## config.mk

```make
export PLATFORM = sky130hd
export DESIGN_NAME = gpio_edge_bank
export DESIGN_NICKNAME = d
export VERILOG_FILES = /design/src/rtl/gpio_bank_pkg.sv /design/src/rtl/gpio_pin_sync.sv /design/src/rtl/gpio_edge_port.sv /design/src/rtl/gpio_edge_bank.sv
export SDC_FILE = /design/constraint.sdc
export NUM_CORES = 1
export LEC_CHECK = 0
export CORE_UTILIZATION = 50
export DETAILED_ROUTE_END_ITERATION = 6
export GPL_TIMING_DRIVEN = 0
export PLACE_DENSITY = 0.74
export SYNTH_ARGS = -nofsm -noshare
export SYNTH_HDL_FRONTEND = slang
export SYNTH_SLANG_ARGS = --single-unit
```

## constraint.sdc

```tcl
create_clock -name clk -period 2.35 [get_ports clk]
set_clock_uncertainty 0.15 [all_clocks]
set_input_delay 0.47 -clock clk [delete_from_list [all_inputs] [get_ports clk]]
set_output_delay 0.47 -clock clk [all_outputs]
set_load 0.02 [all_outputs]
```

## src/rtl/gpio_bank_pkg.sv

```systemverilog
package gpio_bank_pkg;
    // 32-bit word indices inside the register window (byte offset / 4)
    localparam int DIR_WORD  = 2;
    localparam int DATA_WORD = 3;
    localparam int STAT_WORD = 4;
    localparam int TYPE_WORD = 5;

    // Per-pin edge field: which edges raise a pending bit
    typedef enum logic [1:0] {
        EDGE_OFF  = 2'd0,
        EDGE_FALL = 2'd1,
        EDGE_RISE = 2'd2,
        EDGE_BOTH = 2'd3
    } edge_sel_e;
endpackage

```

## src/rtl/gpio_pin_sync.sv

```systemverilog
module gpio_pin_sync #(
    parameter int W = 32
) (
    input  logic         clk,
    input  logic         rst_n,
    input  logic [W-1:0] d,
    output logic [W-1:0] q
);
    logic [W-1:0] meta_q;
    logic [W-1:0] sync_q;

    always_ff @(posedge clk or negedge rst_n) begin
        if (!rst_n) begin
            meta_q <= '0;
            sync_q <= '0;
        end else begin
            meta_q <= d;
            sync_q <= meta_q;
        end
    end

    assign q = sync_q;

    // Edge counter since reset, so the two-deep history is valid
    logic [1:0] age_q;
    always_ff @(posedge clk or negedge rst_n) begin
        if (!rst_n) age_q <= 2'd0;
        else if (age_q != 2'd2) age_q <= age_q + 2'd1;
    end

    p_two_stage_r4: assert property (@(posedge clk) disable iff (!rst_n)
        (age_q == 2'd2) |-> (sync_q == $past(d, 2)));
endmodule

```

## src/rtl/gpio_edge_port.sv

```systemverilog
module gpio_edge_port
    import gpio_bank_pkg::*;
#(
    parameter int W = 8
) (
    input  logic           clk,
    input  logic           rst_n,
    input  logic [W-1:0]   lvl,
    input  logic [2*W-1:0] type_cfg,
    input  logic [W-1:0]   clr,
    output logic [W-1:0]   status,
    output logic           pend
);
    logic [W-1:0] prev_q;
    logic [W-1:0] stat_q;
    logic [W-1:0] rise;
    logic [W-1:0] fall;
    logic [W-1:0] hit;
    logic [W-1:0] armed;

    assign rise = lvl & ~prev_q;
    assign fall = ~lvl & prev_q;

    always_comb begin
        hit   = '0;
        armed = '0;
        for (int i = 0; i < W; i++) begin
            unique case (edge_sel_e'(type_cfg[2*i +: 2]))
                EDGE_OFF:  begin hit[i] = 1'b0;              armed[i] = 1'b0; end
                EDGE_FALL: begin hit[i] = fall[i];           armed[i] = 1'b1; end
                EDGE_RISE: begin hit[i] = rise[i];           armed[i] = 1'b1; end
                EDGE_BOTH: begin hit[i] = rise[i] | fall[i]; armed[i] = 1'b1; end
            endcase
        end
    end

    // A new edge outranks a clear on the same edge
    always_ff @(posedge clk or negedge rst_n) begin
        if (!rst_n) begin
            prev_q <= '0;
            stat_q <= '0;
        end else begin
            prev_q <= lvl;
            stat_q <= (stat_q & ~clr) | hit;
        end
    end

    assign status = stat_q;
    assign pend   = |(stat_q & armed);

    p_edge_sets_r6: assert property (@(posedge clk) disable iff (!rst_n)
        (hit != '0) |=> ((stat_q & $past(hit)) == $past(hit)));

    p_no_spurious_r6: assert property (@(posedge clk) disable iff (!rst_n)
        1'b1 |=> ((stat_q & ~$past(stat_q) & ~$past(hit)) == '0));

    p_w1c_clears_r7: assert property (@(posedge clk) disable iff (!rst_n)
        ((clr & ~hit) != '0) |=> ((stat_q & $past(clr & ~hit)) == '0));

    p_edge_beats_clear_r8: assert property (@(posedge clk) disable iff (!rst_n)
        ((clr & hit) != '0) |=> ((stat_q & $past(clr & hit)) == $past(clr & hit)));
endmodule

```

## src/rtl/gpio_edge_bank.sv

```systemverilog
module gpio_edge_bank
    import gpio_bank_pkg::*;
#(
    parameter int PORT_W    = 8,
    parameter int NUM_PORTS = 4,
    parameter int ADDR_W    = 5
) (
    input  logic                          clk,
    input  logic                          rst_n,
    input  logic [ADDR_W-1:0]             bus_addr,
    input  logic                          bus_wen,
    input  logic [(PORT_W*NUM_PORTS)/8-1:0] bus_wstrb,
    input  logic [PORT_W*NUM_PORTS-1:0]   bus_wdata,
    output logic [PORT_W*NUM_PORTS-1:0]   bus_rdata,
    input  logic [PORT_W*NUM_PORTS-1:0]   pin_in,
    output logic [PORT_W*NUM_PORTS-1:0]   pin_out,
    output logic [PORT_W*NUM_PORTS-1:0]   pin_oe,
    output logic                          irq
);
    localparam int PINS   = PORT_W * NUM_PORTS;
    localparam int LANES  = PINS / 8;
    localparam int TW     = 2 * PORT_W;
    localparam int PER_TW = PINS / TW;
    localparam int WORD_W = ADDR_W - 2;

    logic [WORD_W-1:0] word;
    logic              unused_lsb;
    logic [PINS-1:0]   wmask;
    logic [PINS-1:0]   pin_lvl;
    logic [PINS-1:0]   dir_q;
    logic [PINS-1:0]   out_q;
    logic [PINS-1:0]   stat_clr;
    logic [PINS-1:0]   stat_all;
    logic [NUM_PORTS-1:0]         pend_all;
    logic [NUM_PORTS-1:0][TW-1:0] type_q;

    assign word       = bus_addr[ADDR_W-1:2];
    assign unused_lsb = ^bus_addr[1:0];

    always_comb begin
        for (int l = 0; l < LANES; l++) wmask[8*l +: 8] = {8{bus_wstrb[l]}};
    end

    gpio_pin_sync #(.W(PINS)) u_sync (
        .clk   (clk),
        .rst_n (rst_n),
        .d     (pin_in),
        .q     (pin_lvl)
    );

    always_ff @(posedge clk or negedge rst_n) begin
        if (!rst_n) begin
            dir_q <= '0;
            out_q <= '0;
        end else if (bus_wen) begin
            if (word == WORD_W'(DIR_WORD))  dir_q <= (dir_q & ~wmask) | (bus_wdata & wmask);
            if (word == WORD_W'(DATA_WORD)) out_q <= (out_q & ~wmask) | (bus_wdata & wmask);
        end
    end

    assign stat_clr = (bus_wen && word == WORD_W'(STAT_WORD)) ? (bus_wdata & wmask) : '0;

    for (genvar k = 0; k < NUM_PORTS; k++) begin : g_port
        localparam int TWORD = TYPE_WORD + k / PER_TW;
        localparam int TOFS  = TW * (k % PER_TW);

        always_ff @(posedge clk or negedge rst_n) begin
            if (!rst_n) type_q[k] <= '0;
            else if (bus_wen && word == WORD_W'(TWORD))
                type_q[k] <= (type_q[k] & ~wmask[TOFS +: TW]) | (bus_wdata[TOFS +: TW] & wmask[TOFS +: TW]);
        end

        gpio_edge_port #(.W(PORT_W)) u_port (
            .clk      (clk),
            .rst_n    (rst_n),
            .lvl      (pin_lvl[PORT_W*k +: PORT_W]),
            .type_cfg (type_q[k]),
            .clr      (stat_clr[PORT_W*k +: PORT_W]),
            .status   (stat_all[PORT_W*k +: PORT_W]),
            .pend     (pend_all[k])
        );
    end

    always_comb begin
        bus_rdata = '0;
        if (word == WORD_W'(DIR_WORD))  bus_rdata = dir_q;
        if (word == WORD_W'(DATA_WORD)) bus_rdata = (dir_q & out_q) | (~dir_q & pin_lvl);
        if (word == WORD_W'(STAT_WORD)) bus_rdata = stat_all;
        for (int k = 0; k < NUM_PORTS; k++) begin
            if (word == WORD_W'(TYPE_WORD + k / PER_TW))
                bus_rdata[TW*(k % PER_TW) +: TW] = type_q[k];
        end
    end

    assign pin_out = out_q;
    assign pin_oe  = dir_q;
    assign irq     = |pend_all;

    p_oe_tracks_dir_r2: assert property (@(posedge clk) disable iff (!rst_n)
        (bus_wen && word == WORD_W'(DIR_WORD) && (&bus_wstrb)) |=> (pin_oe == $past(bus_wdata)));

    p_out_tracks_data_r3: assert property (@(posedge clk) disable iff (!rst_n)
        (bus_wen && word == WORD_W'(DATA_WORD) && (&bus_wstrb)) |=> (pin_out == $past(bus_wdata)));

    p_irq_has_source_r9: assert property (@(posedge clk) disable iff (!rst_n)
        irq |-> (stat_all != '0));
endmodule

```

==> results of run 1 <==
critical path, cell delays in order (launching register included):
cell     delay, ps
dfrtp_2        460
o21ai_2        180
nand4_1        160
nor4_2         340
nand2_1        190
buf_6          170
layout by cell type (no fill, tap or decap), types with 5 or more instances in the layout:
master,n
a221o_1,32
clkinv_2,7
o21ai_1,5
buf_8,6
o32a_1,5
dfrtp_1,223
a21oi_1,66
o2bb2ai_2,6
mux2_2,117
nand2_2,12
buf_6,15
o2bb2ai_1,17
buf_4,81
clkbuf_1,5
nand4_1,8
clkdlybuf4s50_1,127
a311oi_1,8
o21ai_2,16
a21o_1,5
mux2i_1,25
ha_1,64
nand2_1,70
buf_2,13
clkbuf_16,36
and3_1,6
clkbuf_8,9
buf_12,9
o21ai_0,9
inv_1,121
a311oi_2,23
mux2_1,11
nor2_1,108
nor2_2,11
dfrtp_2,33
a21oi_2,8
metrics by stage:
step           area (µm²)  worst slack [ps]
3_5_place_dp        14100             -1760
5_1_grt             16300              -393
4_1_cts             15600              -282
2_1_floorplan       12000               148
6_report            16300              -331
3_3_place_gp        14100            -10240
final cells by class:
type                            instances  area share (%)
Antenna cell                            2          0.0307
Buffer                                 39            3.03
Clock buffer                           37            4.76
Clock inverter                         11           0.730
Inverter                              121            2.79
Multi-Input combinational cell        660            32.9
Sequential cell                       256            39.6
Tap cell                              319            2.45
Timing Repair Buffer                  230            13.8
routing by layer:
metal	GRT usage (%)	wire, µm	vias to the layer above
met2	48.2	17700	556
met3	6.50	3640	129
met1	38.9	14600	4902
li1	-	-	4259
met5	0	0	-
met4	14.4	1870	0
synthesized netlist by cell type, drive strengths merged (5+ instances only):
cell	number
a21oi	74
nand4	8
a221o	32
a311oi	32
a21o	5
nor2	119
mux2	128
clkbuf	10
inv	121
o21ai	32
dfrtp	256
ha	64
buf	30
o2bb2ai	23
nand2b	5
nand2	83
o32a	5
and3	6
mux2i	25
logic make-up (layout without fill, tap and decap cells):
kind of cell / after synthesis / count (layout) / share of synthesized area, %
flip-flops: 256 / 256 / 53.3
AND/OR/NAND/NOR: 239 / 239 / 8.74
buffers and inverters: 161 / 438 / 5.34
multiplexers: 153 / 153 / 14.1
adder cells (fa/ha/maj): 64 / 64 / 6.66
other: 0 / 2 / 0
AO/OA/AOI/OAI: 204 / 204 / 11.9
power by group through the flow:
stage                     Combinational [mW]  Sequential [mW]  Clock (mW)
after floorplan                         1.30             6.00           0
after global placement                  2.84             5.90           0
after detailed placement                2.91             5.93           0
after CTS                               3.21             5.88        4.33
after global routing                    3.69             6.03        4.52
final                                   3.47             5.96        4.29
what timing repair did:
action / in CTS / in global routing
gates cloned: 3 / 4
buffers inserted: 25 / 30
endpoints found under the hold margin: 80 / 0
resized for setup: 325 / 90
hold buffers: 1 / 0
pin swaps: 38 / 38
setup endpoints to repair: 33 / 33
worst max path at each step:
stage / cells past startpoint / startpoint / to
after detailed placement: 7 / bus_addr[4] / bus_rdata[12]
after CTS: 5 / flip-flop / irq
final: 5 / flip-flop / irq
after global routing: 5 / flip-flop / irq
after floorplan: 5 / bus_addr[4] / bus_rdata[11]
after global placement: 1 / rst_n / g_port[3].u_port.prev_q[5]
==> results.cfg, run 1 <==
[timing]
rsz0062_at_grt = yes
timing.hold.ws_ps = 192
drv_slew = 0
fmax_mhz = 373
period_share_pct = 114
max_slew_margin_pct = 54.2
worst_slack_ps = -331
finalHoldViolCount = 0
setup_tns_ps = -687
period_needed_ps = 2680
final-setup-viol-count = 8
tightest_slew_ps = 687

[global_routing]
antenna_found_initial = 2
gr-usage-all-layers_pct = 30.1
grt_pass1_wl_um = 54900
grt_pass1_vias = 9656
grt.overflow.total = 0
grt_max_degree = 103

[pwr]
internal_power_mw = 9.39
pwr-share-clk_pct = 31.3
power_frac_seq_pct = 43.4
powerDensity_mw_per_mm2 = 843
p_comb_share_pct = 25.3
peakVddDrop_mv = 0.533
power_mw = 13.7
switchingPower_mw = 4.34
power_leakage_nw = 7.36
switching_share_pct = 31.6

[floorplan]
die_w_um = 157
ios = 173
start_util_pct = 51.1
num_rows = 56
die_h_um = 157
die-area_mm2 = 0.0247
coreArea_mm2 = 0.0235

[routing]
routed_wirelength_um = 37800
via_per_inst = 5.88
post_drt_wl_per_cell_um = 22.6
num_vias = 9846
drt_iter0_markers = 726
ant_nets = 0
drcViolationCount = 0
dr.pass1.iters = 5

[finish]
nFillCells = 1705
multiInputGateArea_mm2 = 0.00535
stdcell_count = 1675
areaGrowthSynthToFinish_pct = 35.5
drive_above_1_share_pct = 31.5
register_area_mm2 = 0.00645
fin_util_pct = 69.2
final_nets = 1476

[synth]
yosys-top-cells-area = dfrtp_1 53%, mux2_2 11%, ha_1 6.7%, inv_1 3.8%, nor2_1 3.7%
yosys_warnings = 0
yosysTopAreaCell = dfrtp_1
synth_area_mm2 = 0.0120
synthCells = 1077
ys_async_sr_fraction_pct = 100
synth_seq_cells = 256
synth_flop_cell = dfrtp_1
syn_area_per_cell_um2 = 11.2
synth_top_area_share_pct = 53.3
yosysSeqAreaShare_pct = 53.3
synth_edf_count = 0
syn-num-nets = 1217
ys_types = 31

[critical_path]
critPathMaxFanout = 5
crit_arrival_ps = 2060
r2r_slack_ps = 810
r2r_start = u_sync.q[22]
cp-start-kind = flip-flop
ff2ff_path_depth = 4
cp_data_required_time_ps = 1730
crit_type = flip-flop to output pin
r2r-end = g_port[2].u_port.status[6]
critPathCaptureType = output pin

[clocking]
htree_num_levels = 1
clock_path_buffers = 3
cts_root_buf = clkbuf_16
cts_buffers = 28
clk_pin_slew_ps = 70
clk_latency_ps = 550
cts_tree = yes
cts_sinks = 256

[hold_path]
worst_hold_startpoint = u_sync.meta_q[5]
whs_path_depth = 0
hold_class = flip-flop to flip-flop
hold_path_end = u_sync.q[5]

[status]
outcome = complete, but fails checks
violations = negative setup slack

[placed_design]
port_buffers = 165
dp_hpwl_um = 24300
dp.cells = 1563
place_congestion = 0.937

[job]
cap_viol_max_count = 0
Note: power is estimated with default switching activity, not from simulation.
==> run 2: changes to the inputs <==
--- a/config.mk
+++ b/config.mk
@@ -6,6 +6,7 @@
 export NUM_CORES = 1
 export LEC_CHECK = 0
 export CORE_UTILIZATION = 50
+export CTS_BUF_LIST = sky130_fd_sc_hd__clkbuf_8
 export DETAILED_ROUTE_END_ITERATION = 6
 export GPL_TIMING_DRIVEN = 0
 export PLACE_DENSITY = 0.74
==> run 2 against run 1 <==
Against the previous run: the flow still finishes with violations (negative setup slack); sequential power barely moved; critical path depth did not move; cell count rose by 1.6%; power fell by 0.72%; first-iteration DRC count rose by 6.6%; clock-buffer cell count rose by 16; non-clock buffer count did not move; design area rose by 0.76%; flip-flop and latch count did not move; highest routed layer unchanged.
==> results.cfg, run 2 (same netlist as run 1, synthesis figures left out) <==
[status]
outcome = complete, but fails checks
violations = negative setup slack

[pwr]
power_leakage_nw = 7.49
powerDensity_mw_per_mm2 = 831
power_frac_seq_pct = 43.8
p_comb_share_pct = 25.6
peakVddDrop_mv = 0.611
switching_share_pct = 32.3
internal_power_mw = 9.22
switchingPower_mw = 4.40
pwr-share-clk_pct = 30.6

[critical_path]
crit_type = flip-flop to output pin
crit_arrival_ps = 2070
critPathCaptureType = output pin
cp-start-kind = flip-flop
r2r_start = u_sync.q[14]
critPathMaxFanout = 5
r2r_slack_ps = 660
cp_data_required_time_ps = 1730

[global_routing]
grt_pass1_vias = 9971
grtUsageMet1_pct = 39.1
grt_max_degree = 103
grt.overflow.total = 0
grtUsageMet2_pct = 47.6
met3_usage_pct = 7.71
grt_pass1_wl_um = 55600
antenna_found_initial = 2
gr-usage-all-layers_pct = 30.5
top_usage_layer = met2

[floorplan]
start_util_pct = 51.1
num_rows = 56
die_h_um = 157
ios = 173
die-area_mm2 = 0.0247
die_w_um = 157
coreArea_mm2 = 0.0235

[timing]
drv_slew = 0
finalHoldViolCount = 0
rsz0062_at_grt = yes
fmax_mhz = 372
final-setup-viol-count = 14
period_needed_ps = 2690
max_slew_margin_pct = 53.4
worst_slack_ps = -336
setup_tns_ps = -885
tightest_slew_ps = 699
period_share_pct = 114

[routing]
drt_iter0_markers = 774
post_drt_wl_per_cell_um = 22.6
ant_nets = 0
num_vias = 9987
dr.pass1.iters = 6
drcViolationCount = 0
routed_wirelength_um = 38500
via_per_inst = 5.87

[finish]
final_nets = 1492
areaGrowthSynthToFinish_pct = 36.5
fin_util_pct = 69.7
mostFrequentLayoutCell = dfrtp_1
drive_above_1_share_pct = 32.9
final_cell_mix = 227 x dfrtp_1, 132 x inv_1, 123 x clkdlybuf4s50_1
nFillCells = 1708

[placed_design]
port_buffers = 165
place_congestion = 0.937
pre_cts_ws_ps = -1760
dp_hpwl_um = 24300

[hold_path]
hold_class = flip-flop to flip-flop
worst_hold_startpoint = u_sync.meta_q[5]

[clocking]
clk_pin_slew_ps = 60
clk_latency_ps = 560
cts_buffers = 44
cts_sinks = 256
cts_tree = yes
clock_path_buffers = 3
cts_root_buf = clkbuf_8
htree_num_levels = 2

[job]
cap_viol_max_count = 0
run 2: final timing paths:
kind,endpoint,depth (start not counted)
worst max-delay path,irq,5
worst min-delay path,u_sync.q[5],0
worst max register to register,g_port[1].u_port.status[6],5
worst min register to register,u_sync.q[5],0
max in group asynchronous,async pin,3
min in group asynchronous,g_port[1].u_port.prev_q[1],2
run 2: area by class of cell:
cell class	count	area, µm²	area share [%]
Clock inverter	21	171	1.04
Timing Repair Buffer	230	2290	13.9
Clock buffer	53	729	4.45
Buffer	39	495	3.02
Tap cell	319	399	2.43
Antenna cell	2	5.00	0.0305
Sequential cell	256	6440	39.3
Multi-Input combinational cell	660	5420	33.0
Inverter	121	454	2.77
run 2: layer usage:
metal / vias up / part of all wire [%] / routed length (µm)
met4: 0 / 5.2 / 1990
met5: - / 0 / 0
met3: 155 / 9.2 / 3540
met2: 531 / 46 / 17700
met1: 5000 / 40 / 15300
li1: 4301 / - / -
run 2: worst max-delay path: stages, from the launching register on:
cell and delay [ps]:
dfrtp_1 450, o21ai_0 240, nand4_1 220, nor4_2 250, nand2_1 180, buf_6 170
run 2: through the flow:
step | total power, mW | instance area, µm² | hold slack, ps | instances
2_1_floorplan | 7.29 | 12000 | 24.4 | 1077
4_1_cts | 13.3 | 15800 | 182 | 1673
6_report | 13.6 | 16400 | 194 | 1701
5_1_grt | 14.2 | 16400 | 191 | 1701
3_3_place_gp | 8.74 | 14100 | 183 | 1561
3_5_place_dp | 8.85 | 14100 | 186 | 1563
run 2: power by group through the flow:
stage          Clock, mW  Sequential [mW]  Combinational, mW
6_report            4.17             5.97               3.49
5_1_grt             4.43             6.05               3.69
4_1_cts             4.21             5.88               3.24
3_5_place_dp           0             5.93               2.91
3_3_place_gp           0             5.90               2.84
2_1_floorplan          0             6.00               1.30
run 2: repair_timing:
action / 4_1_cts / 5_1_grt
resized for setup: 338 / 91
buffers inserted: 33 / 21
hold endpoints to repair: 80 / 0
endpoints found under the setup margin: 33 / 34
hold buffers: 1 / 0
gates cloned: 3 / 5
pin swaps: 36 / 39
